$ cat src/rtl/adc_seq_pkg.sv
package adc_seq_pkg;
  localparam logic [1:0] ADDR_CTRL   = 2'd0;
  localparam logic [1:0] ADDR_CFG    = 2'd1;
  localparam logic [1:0] ADDR_RES_LO = 2'd2;
  localparam logic [1:0] ADDR_RES_HI = 2'd3;

  localparam int BIT_START = 0;
  localparam int BIT_AUTO  = 1;
  localparam int BIT_FLAG  = 2;
  localparam int BIT_IE    = 3;
  localparam int BIT_HS    = 4;

  typedef enum logic [2:0] {
    ST_IDLE,
    ST_INIT,
    ST_SAMPLE,
    ST_CONV,
    ST_FINISH
  } seq_state_e;
endpackage

$ cat src/rtl/adc_clk_div.sv
module adc_clk_div #(
  parameter int PRESC_W = 3
) (
  input  logic               clk,
  input  logic               rst_n,
  input  logic               run,
  input  logic [PRESC_W-1:0] presc,
  output logic               tick
);
  localparam int CNT_W = (1 << PRESC_W) - 1;

  logic [CNT_W-1:0] cnt_q, cnt_d;
  logic [CNT_W-1:0] limit;

  // divisor 2^code, except code 0 which also divides by 2
  always_comb begin
    if (presc == '0) limit = CNT_W'(1);
    else             limit = CNT_W'((32'd1 << presc) - 32'd1);
  end

  assign tick = run && (cnt_q == limit);

  always_comb begin
    cnt_d = cnt_q;
    if (!run || tick) cnt_d = '0;
    else              cnt_d = cnt_q + CNT_W'(1);
  end

  always_ff @(posedge clk or negedge rst_n) begin
    if (!rst_n) cnt_q <= '0;
    else        cnt_q <= cnt_d;
  end
endmodule

$ cat src/rtl/adc_trig_sel.sv
module adc_trig_sel #(
  parameter int NUM_TRIG = 16,
  parameter int SEL_W    = 4
) (
  input  logic                clk,
  input  logic                rst_n,
  input  logic [NUM_TRIG-1:0] trig_i,
  input  logic [SEL_W-1:0]    sel,
  output logic                edge_o
);
  logic [NUM_TRIG-1:0] prev_q;
  logic [NUM_TRIG-1:0] rise;

  for (genvar g = 0; g < NUM_TRIG; g++) begin : g_edge
    assign rise[g] = trig_i[g] & ~prev_q[g];
  end

  assign edge_o = (32'(sel) < NUM_TRIG) ? rise[sel] : 1'b0;

  always_ff @(posedge clk or negedge rst_n) begin
    if (!rst_n) prev_q <= '0;
    else        prev_q <= trig_i;
  end
endmodule

$ cat src/rtl/adc_sar_seq.sv
module adc_sar_seq
  import adc_seq_pkg::*;
#(
  parameter int RES_W       = 10,
  parameter int INIT_CLKS   = 12,
  parameter int FINISH_CLKS = 2
) (
  input  logic             clk,
  input  logic             rst_n,
  input  logic             start,
  input  logic             first,
  input  logic             tick,
  input  logic             cmp_i,
  output logic             busy_o,
  output logic             done_o,
  output logic             sample_o,
  output logic [RES_W-1:0] trial_o,
  output logic [RES_W-1:0] result_o
);
  localparam int PH_W  = $clog2(INIT_CLKS + FINISH_CLKS + 1);
  localparam int IDX_W = $clog2(RES_W);

  seq_state_e       state_q, state_d;
  logic [PH_W-1:0]  ph_q, ph_d;
  logic [IDX_W-1:0] idx_q, idx_d;
  logic [RES_W-1:0] sar_q, sar_d;
  logic [RES_W-1:0] res_q, res_d;
  logic [RES_W-1:0] bit_mask;
  logic             done;

  assign bit_mask = {{(RES_W-1){1'b0}}, 1'b1} << idx_q;
  assign done     = (state_q == ST_FINISH) && tick &&
                    (ph_q == PH_W'(FINISH_CLKS - 1));

  always_comb begin
    state_d = state_q;
    ph_d    = ph_q;
    idx_d   = idx_q;
    sar_d   = sar_q;
    res_d   = res_q;
    case (state_q)
      ST_IDLE: begin
        if (start) begin
          state_d = first ? ST_INIT : ST_SAMPLE;
          ph_d    = '0;
          sar_d   = '0;
        end
      end
      ST_INIT: begin
        if (tick) begin
          if (ph_q == PH_W'(INIT_CLKS - 1)) begin
            state_d = ST_SAMPLE;
            ph_d    = '0;
          end else begin
            ph_d = ph_q + PH_W'(1);
          end
        end
      end
      ST_SAMPLE: begin
        if (tick) begin
          state_d = ST_CONV;
          idx_d   = IDX_W'(RES_W - 1);
        end
      end
      ST_CONV: begin
        if (tick) begin
          if (cmp_i) sar_d = sar_q | bit_mask;
          if (idx_q == '0) begin
            state_d = ST_FINISH;
            ph_d    = '0;
          end else begin
            idx_d = idx_q - IDX_W'(1);
          end
        end
      end
      ST_FINISH: begin
        if (tick) begin
          if (done) begin
            state_d = ST_IDLE;
            res_d   = sar_q;
          end else begin
            ph_d = ph_q + PH_W'(1);
          end
        end
      end
      default: state_d = ST_IDLE;
    endcase
  end

  always_ff @(posedge clk or negedge rst_n) begin
    if (!rst_n) begin
      state_q <= ST_IDLE;
      ph_q    <= '0;
      idx_q   <= '0;
      sar_q   <= '0;
      res_q   <= '0;
    end else begin
      state_q <= state_d;
      ph_q    <= ph_d;
      idx_q   <= idx_d;
      sar_q   <= sar_d;
      res_q   <= res_d;
    end
  end

  assign busy_o   = (state_q != ST_IDLE);
  assign done_o   = done;
  assign sample_o = (state_q == ST_SAMPLE);
  assign trial_o  = (state_q == ST_CONV) ? (sar_q | bit_mask) : sar_q;
  assign result_o = res_q;
endmodule

$ cat src/rtl/adc_seq_ctrl.sv
module adc_seq_ctrl
  import adc_seq_pkg::*;
#(
  parameter int RES_W       = 10,
  parameter int NUM_TRIG    = 16,
  parameter int TSEL_W      = 4,
  parameter int PRESC_W     = 3,
  parameter int INIT_CLKS   = 12,
  parameter int FINISH_CLKS = 2
) (
  input  logic                clk,
  input  logic                rst_n,
  input  logic                reg_we,
  input  logic [1:0]          reg_addr,
  input  logic [7:0]          reg_wdata,
  output logic [7:0]          reg_rdata,
  input  logic [NUM_TRIG-1:0] trig_i,
  input  logic                cmp_i,
  output logic [RES_W-1:0]    sar_trial_o,
  output logic                sample_o,
  output logic                hs_mode_o,
  output logic                irq_o,
  input  logic                irq_ack_i
);
  localparam int RES_PAD = 16 - RES_W;

  logic              rst_meta_q, rst_sync_n;
  logic              auto_q, auto_d;
  logic              ie_q, ie_d;
  logic              hs_q, hs_d;
  logic              flag_q, flag_d;
  logic              init_done_q, init_done_d;
  logic [PRESC_W-1:0] presc_q, presc_d;
  logic [TSEL_W-1:0]  tsel_q, tsel_d;
  logic              ctrl_wr, cfg_wr;
  logic              trig_edge, start_req;
  logic              tick, busy, done;
  logic [RES_W-1:0]  result;
  logic [15:0]       res_ext;

  // asynchronous assert, synchronous release
  always_ff @(posedge clk or negedge rst_n) begin
    if (!rst_n) begin
      rst_meta_q <= 1'b0;
      rst_sync_n <= 1'b0;
    end else begin
      rst_meta_q <= 1'b1;
      rst_sync_n <= rst_meta_q;
    end
  end

  assign ctrl_wr = reg_we && (reg_addr == ADDR_CTRL);
  assign cfg_wr  = reg_we && (reg_addr == ADDR_CFG);

  adc_trig_sel #(
    .NUM_TRIG (NUM_TRIG),
    .SEL_W    (TSEL_W)
  ) u_trig (
    .clk    (clk),
    .rst_n  (rst_sync_n),
    .trig_i (trig_i),
    .sel    (tsel_q),
    .edge_o (trig_edge)
  );

  assign start_req = !busy &&
                     ((ctrl_wr && reg_wdata[BIT_START]) || (auto_q && trig_edge));

  adc_clk_div #(
    .PRESC_W (PRESC_W)
  ) u_div (
    .clk   (clk),
    .rst_n (rst_sync_n),
    .run   (busy),
    .presc (presc_q),
    .tick  (tick)
  );

  adc_sar_seq #(
    .RES_W       (RES_W),
    .INIT_CLKS   (INIT_CLKS),
    .FINISH_CLKS (FINISH_CLKS)
  ) u_seq (
    .clk      (clk),
    .rst_n    (rst_sync_n),
    .start    (start_req),
    .first    (!init_done_q),
    .tick     (tick),
    .cmp_i    (cmp_i),
    .busy_o   (busy),
    .done_o   (done),
    .sample_o (sample_o),
    .trial_o  (sar_trial_o),
    .result_o (result)
  );

  always_comb begin
    auto_d      = auto_q;
    ie_d        = ie_q;
    hs_d        = hs_q;
    presc_d     = presc_q;
    tsel_d      = tsel_q;
    flag_d      = flag_q;
    init_done_d = init_done_q | done;
    if (ctrl_wr) begin
      auto_d = reg_wdata[BIT_AUTO];
      ie_d   = reg_wdata[BIT_IE];
      hs_d   = reg_wdata[BIT_HS];
    end
    if (cfg_wr) begin
      presc_d = reg_wdata[PRESC_W-1:0];
      tsel_d  = reg_wdata[PRESC_W +: TSEL_W];
    end
    if (done)                                          flag_d = 1'b1;
    else if (irq_ack_i || (ctrl_wr && reg_wdata[BIT_FLAG])) flag_d = 1'b0;
  end

  always_ff @(posedge clk or negedge rst_sync_n) begin
    if (!rst_sync_n) begin
      auto_q      <= 1'b0;
      ie_q        <= 1'b0;
      hs_q        <= 1'b0;
      presc_q     <= '0;
      tsel_q      <= '0;
      flag_q      <= 1'b0;
      init_done_q <= 1'b0;
    end else begin
      auto_q      <= auto_d;
      ie_q        <= ie_d;
      hs_q        <= hs_d;
      presc_q     <= presc_d;
      tsel_q      <= tsel_d;
      flag_q      <= flag_d;
      init_done_q <= init_done_d;
    end
  end

  assign res_ext = {{RES_PAD{1'b0}}, result};

  always_comb begin
    reg_rdata = '0;
    case (reg_addr)
      ADDR_CTRL: begin
        reg_rdata[BIT_START] = busy;
        reg_rdata[BIT_AUTO]  = auto_q;
        reg_rdata[BIT_FLAG]  = flag_q;
        reg_rdata[BIT_IE]    = ie_q;
        reg_rdata[BIT_HS]    = hs_q;
      end
      ADDR_CFG:    reg_rdata[PRESC_W+TSEL_W-1:0] = {tsel_q, presc_q};
      ADDR_RES_LO: reg_rdata = res_ext[7:0];
      default:     reg_rdata = res_ext[15:8];
    endcase
  end

  assign hs_mode_o = hs_q;
  assign irq_o     = flag_q & ie_q;
endmodule

$ cat config.mk
export PLATFORM = sky130hd
export DESIGN_NAME = adc_seq_ctrl
export DESIGN_NICKNAME = d
export VERILOG_FILES = /design/src/rtl/adc_seq_pkg.sv /design/src/rtl/adc_clk_div.sv /design/src/rtl/adc_trig_sel.sv /design/src/rtl/adc_sar_seq.sv /design/src/rtl/adc_seq_ctrl.sv
export SDC_FILE = /design/constraint.sdc
export NUM_CORES = 1
export LEC_CHECK = 0
export ABC_AREA = 1
export BUFFER_PORTS_ARGS = -buffer_cell sky130_fd_sc_hd__buf_4
export CAP_MARGIN = 20
export CORE_ASPECT_RATIO = 1.5
export CORE_MARGIN = 2
export CORE_UTILIZATION = 30
export CTS_BUF_LIST = sky130_fd_sc_hd__clkbuf_4 sky130_fd_sc_hd__clkbuf_8 sky130_fd_sc_hd__clkbuf_16
export DETAILED_ROUTE_END_ITERATION = 16
export PLACE_DENSITY = 0.48
export REMOVE_ABC_BUFFERS = 1
export SLEW_MARGIN = 20
export SYNTH_ARGS = -nofsm -noshare
export SYNTH_HDL_FRONTEND = slang
export SYNTH_HIERARCHICAL = 1
export SYNTH_SLANG_ARGS = --single-unit
$ cat constraint.sdc
create_clock -name clk -period 2.3 [get_ports clk]
set_clock_uncertainty 0.15 [all_clocks]
set_input_delay 0.23 -clock clk [delete_from_list [all_inputs] [get_ports clk]]
set_output_delay 0.23 -clock clk [all_outputs]
set_load 0.02 [all_outputs]
==> run_results.csv <==
group,metric,value,unit
run_status,outcome,"complete, no violations",
placed_design,portBuffers,50,
power_and_ir_drop,power.total,4.886,mW
layout,layout-drive-gt1-share,23.40,%
die,fp-row-count,49,
power_and_ir_drop,seq_power_share,31.6,%
sta,worstMarginPinSlew,510.6,ps
clocking,cts_buffer_depth,2,
die,dieArea,0.01311,sq mm
critical_path,crit_family,"simple AND/OR/NAND/NOR gates",
power_and_ir_drop,p_sw,1.889,mW
die,die_x,94.17,microns
layout,diodes,0,
global_routing,grt_pass1_wl,14.46,mm
layout,final_common_cell,"nand2_1",
route,initialDrtViolationCount,63,
power_and_ir_drop,power_density,1001,mW/mm^2
layout,final_nets,585,
placed_design,pre_cts_slack,-99.84,ps
critical_path,critPathMaxStageDelay,420,ps
power_and_ir_drop,power.internal,2.997,mW
clocking,clkLatencyLatePin,340,ps
clocking,cts.sinks,68,
route,wl_per_cell,12.52,microns
sta,period_share,95.50,%
sta,drv_slew,0,
placed_design,routabilityCongestion,0.8334,
clocking,cts-root-buf,"clkbuf_16",
critical_path,path_buf_inv,3,
sta,rsz0062_at_grt,"yes",
layout,fillerInstances,1220,
global_routing,grt_pass1_vias,3102,
global_routing,grt-ovfl-total,0,
synthesis,ys_seq_elements,68,
layout,final_cell_count_no_fill,700,
global_routing,grt_usage,14.08,%
sta,relSlewSlack,65.96,%
critical_path,worstSetupEndpointType,"register",
layout,final_core_util,40.83,%
critical_path,arrival,2270,ps
run,maxCapViolations,0,
critical_path,crit_slowest_cell,"dfrtp_2",
placed_design,hpwl,6.355,mm
placed_design,dp_cells,660,
global_routing,grt_max_degree,47,
global_routing,antenna_found_initial,0,
sta,finalWorstPathRequiredPeriod,2197,ps
synthesis,syn_inst,457,
critical_path,path_common_cell,"nand2_2",
clocking,clk_pin_slew_worst_paths,60,ps
route,ant_nets,0,
clocking,cts_max_level,3,
route,drc,0,
worst_hold_path,hp-class,"in2reg",
layout,layout_common_cells,"nand2_1 (112), dfrtp_1 (65), inv_1 (64), buf_4 (59), nand3_1 (49)",
critical_path,critPathKind,"reg2reg",
route,vias,3101,
power_and_ir_drop,p_leak,2.382,nW
sta,setup_viol,0,
critical_path,worstPathCellList,"buf_12 -> clkinv_8 -> nand3b_1 -> nand3_1 -> nand3_1 -> nand2_1 -> nand2_1 -> nand2_2 -> nand2_2 -> a21oi_2 -> nand3b_1 -> nand2_2 -> nor2_4 -> clkbuf_16 -> o21ai_2",
route,wirelength,8.763,mm
synthesis,yosysWarningCount,6,
route,drt-pass1-iter-count,4,
synthesis,syn_area,0.003659,sq mm
power_and_ir_drop,vdd_drop_max,0.2986,mV
sta,fmax,455.3,MHz
synthesis,synthDistinctLibCells,25,
sta,hold_violations,0,
power_and_ir_drop,pwr-share-clk,28.1,%
synthesis,synth-seq-area-share,46.51,%
sta,timing.final.ws_setup,103.4,ps
critical_path,crit_fanout,8,
critical_path,start_kind,"register",
die,die_h,139.3,microns
power_and_ir_drop,comb_power_share,40.3,%
route,viasPerCell,4.430,
die,top_level_ports,52,
die,initial_utilization,30.60,%
critical_path,critical_path_required,2370,ps
clocking,cts_tree,"done",
synthesis,avgSynthCellArea,8.005,sq um
layout,area_delta_synth_final,33.41,%
clocking,numCtsBuffers,9,
power_and_ir_drop,swShare,38.66,%
die,fp.coreArea,0.01196,sq mm
==> cell families after synthesis <==
family,after synthesis,synth area share (%)
buffers and inverters,79,9.200
and+or+nand+nor,219,26.68
AOI/OAI and AO/OA,69,11.25
DFF,68,46.51
adders and majority gates,12,4.104
other,1,0.1025
xor gates and xnor gates,9,2.155
==> registers in the layout, indices dropped and copies added, names as in the netlist, 3 cells and up <==
name and flops:
u_trig/prev_q 16, u_seq/result_o 10, u_seq/sar_q 10, u_div/cnt_q 7, tsel_q 4, u_seq/idx_q 4
u_seq/ph_q 4, presc_q 3, u_seq/state_q 3
==> metrics by stage <==
step | hold WS (ps) | TNS, ps | cell area [sq um]
finish | 18.38 | 0 | 4881
CTS | 8.983 | 0 | 4770
global placement | -136.4 | -105.6 | 4269
detailed placement | -135.9 | -187.8 | 4269
floorplan | -215.6 | 0 | 3573
global route | 23.93 | -434.8 | 4881
==> synthesized netlist by cell type <==
cell type / n / area share (%)
xnor2_1: 2 / 0.48
xor2_1: 7 / 1.7
nor2_4: 4 / 1.2
o21a_1: 1 / 0.21
nand3b_1: 7 / 1.4
inv_1: 65 / 6.7
a21oi_1: 16 / 2.2
a21oi_4: 1 / 0.44
o21ai_2: 14 / 3.4
clkbuf_1: 2 / 0.21
nand2_1: 115 / 12
buf_4: 1 / 0.21
inv_2: 2 / 0.21
conb_1: 1 / 0.10
or2_2: 1 / 0.17
nand3_2: 1 / 0.27
nor2_2: 2 / 0.34
nand2_2: 9 / 1.5
buf_2: 5 / 0.68
nor2_1: 31 / 3.2
ha_1: 12 / 4.1
buf_6: 4 / 1.2
o21ai_0: 37 / 5.1
nand3_1: 49 / 6.7
dfrtp_1: 68 / 47
==> power by group through the flow <==
stage	sequential (mW)	clock [mW]	combinational [mW]
after floorplan	1.55	0	1.14
after global placement	1.56	0	1.71
after detailed placement	1.57	0	1.72
after CTS	1.55	1.42	1.76
after global routing	1.57	1.48	2.21
final	1.54	1.37	1.97
==> path summary, 6_finish.rpt <==
path	start	to	slack, ps	depth (start not counted)
max in group asynchronous	rst_sync_n	tsel_q[0]	1260	1
worst max register to register	tsel_q[0]	u_seq/sar_q[8]	100	15
worst min-delay path	reg_wdata[1]	presc_q[1]	20	3
worst min register to register	rst_sync_n	u_seq/result_o[5]	90	0
worst max-delay path	tsel_q[0]	u_seq/sar_q[8]	100	15
min in group asynchronous	rst_n	rst_sync_n	60	2
==> cell type report <==
type                       instances  area (sq um)  area share, %
sequential                        68          1705          34.94
multi-input combinational        310          1657          33.94
timing repair buffer              86         767.0          15.71
inverter                          67         264.0          5.409
clock buffer                      10         232.7          4.768
tap                              153         191.4          3.922
clock inverter                     6         63.81          1.307
==> layer usage <==
layer	part of all wire, %	routed length, microns	vias up	GRT usage [%]
li1	-	-	1614	-
met1	42	3687	1428	16.18
met2	53	4635	50	24.74
met3	4.0	353	9	3.682
met4	0.99	87	0	5.187
met5	0	0	-	0
==> repair_timing <==
action | in CTS | in global routing
gates resized for setup | 2 | 20
setup buffers | 0 | 2
setup endpoints to repair | 16 | 27
endpoints found under the hold margin | 21 | 0
hold buffers | 20 | 0
gates cloned | 0 | 2
pin swaps | 0 | 0
==> worst min-delay path: cells and delay by family <==
family                 cells  cell delay [ps]
buffers and inverters      2              130
AO/OA/AOI/OAI              1              110
(Power assumes the default switching activity.)
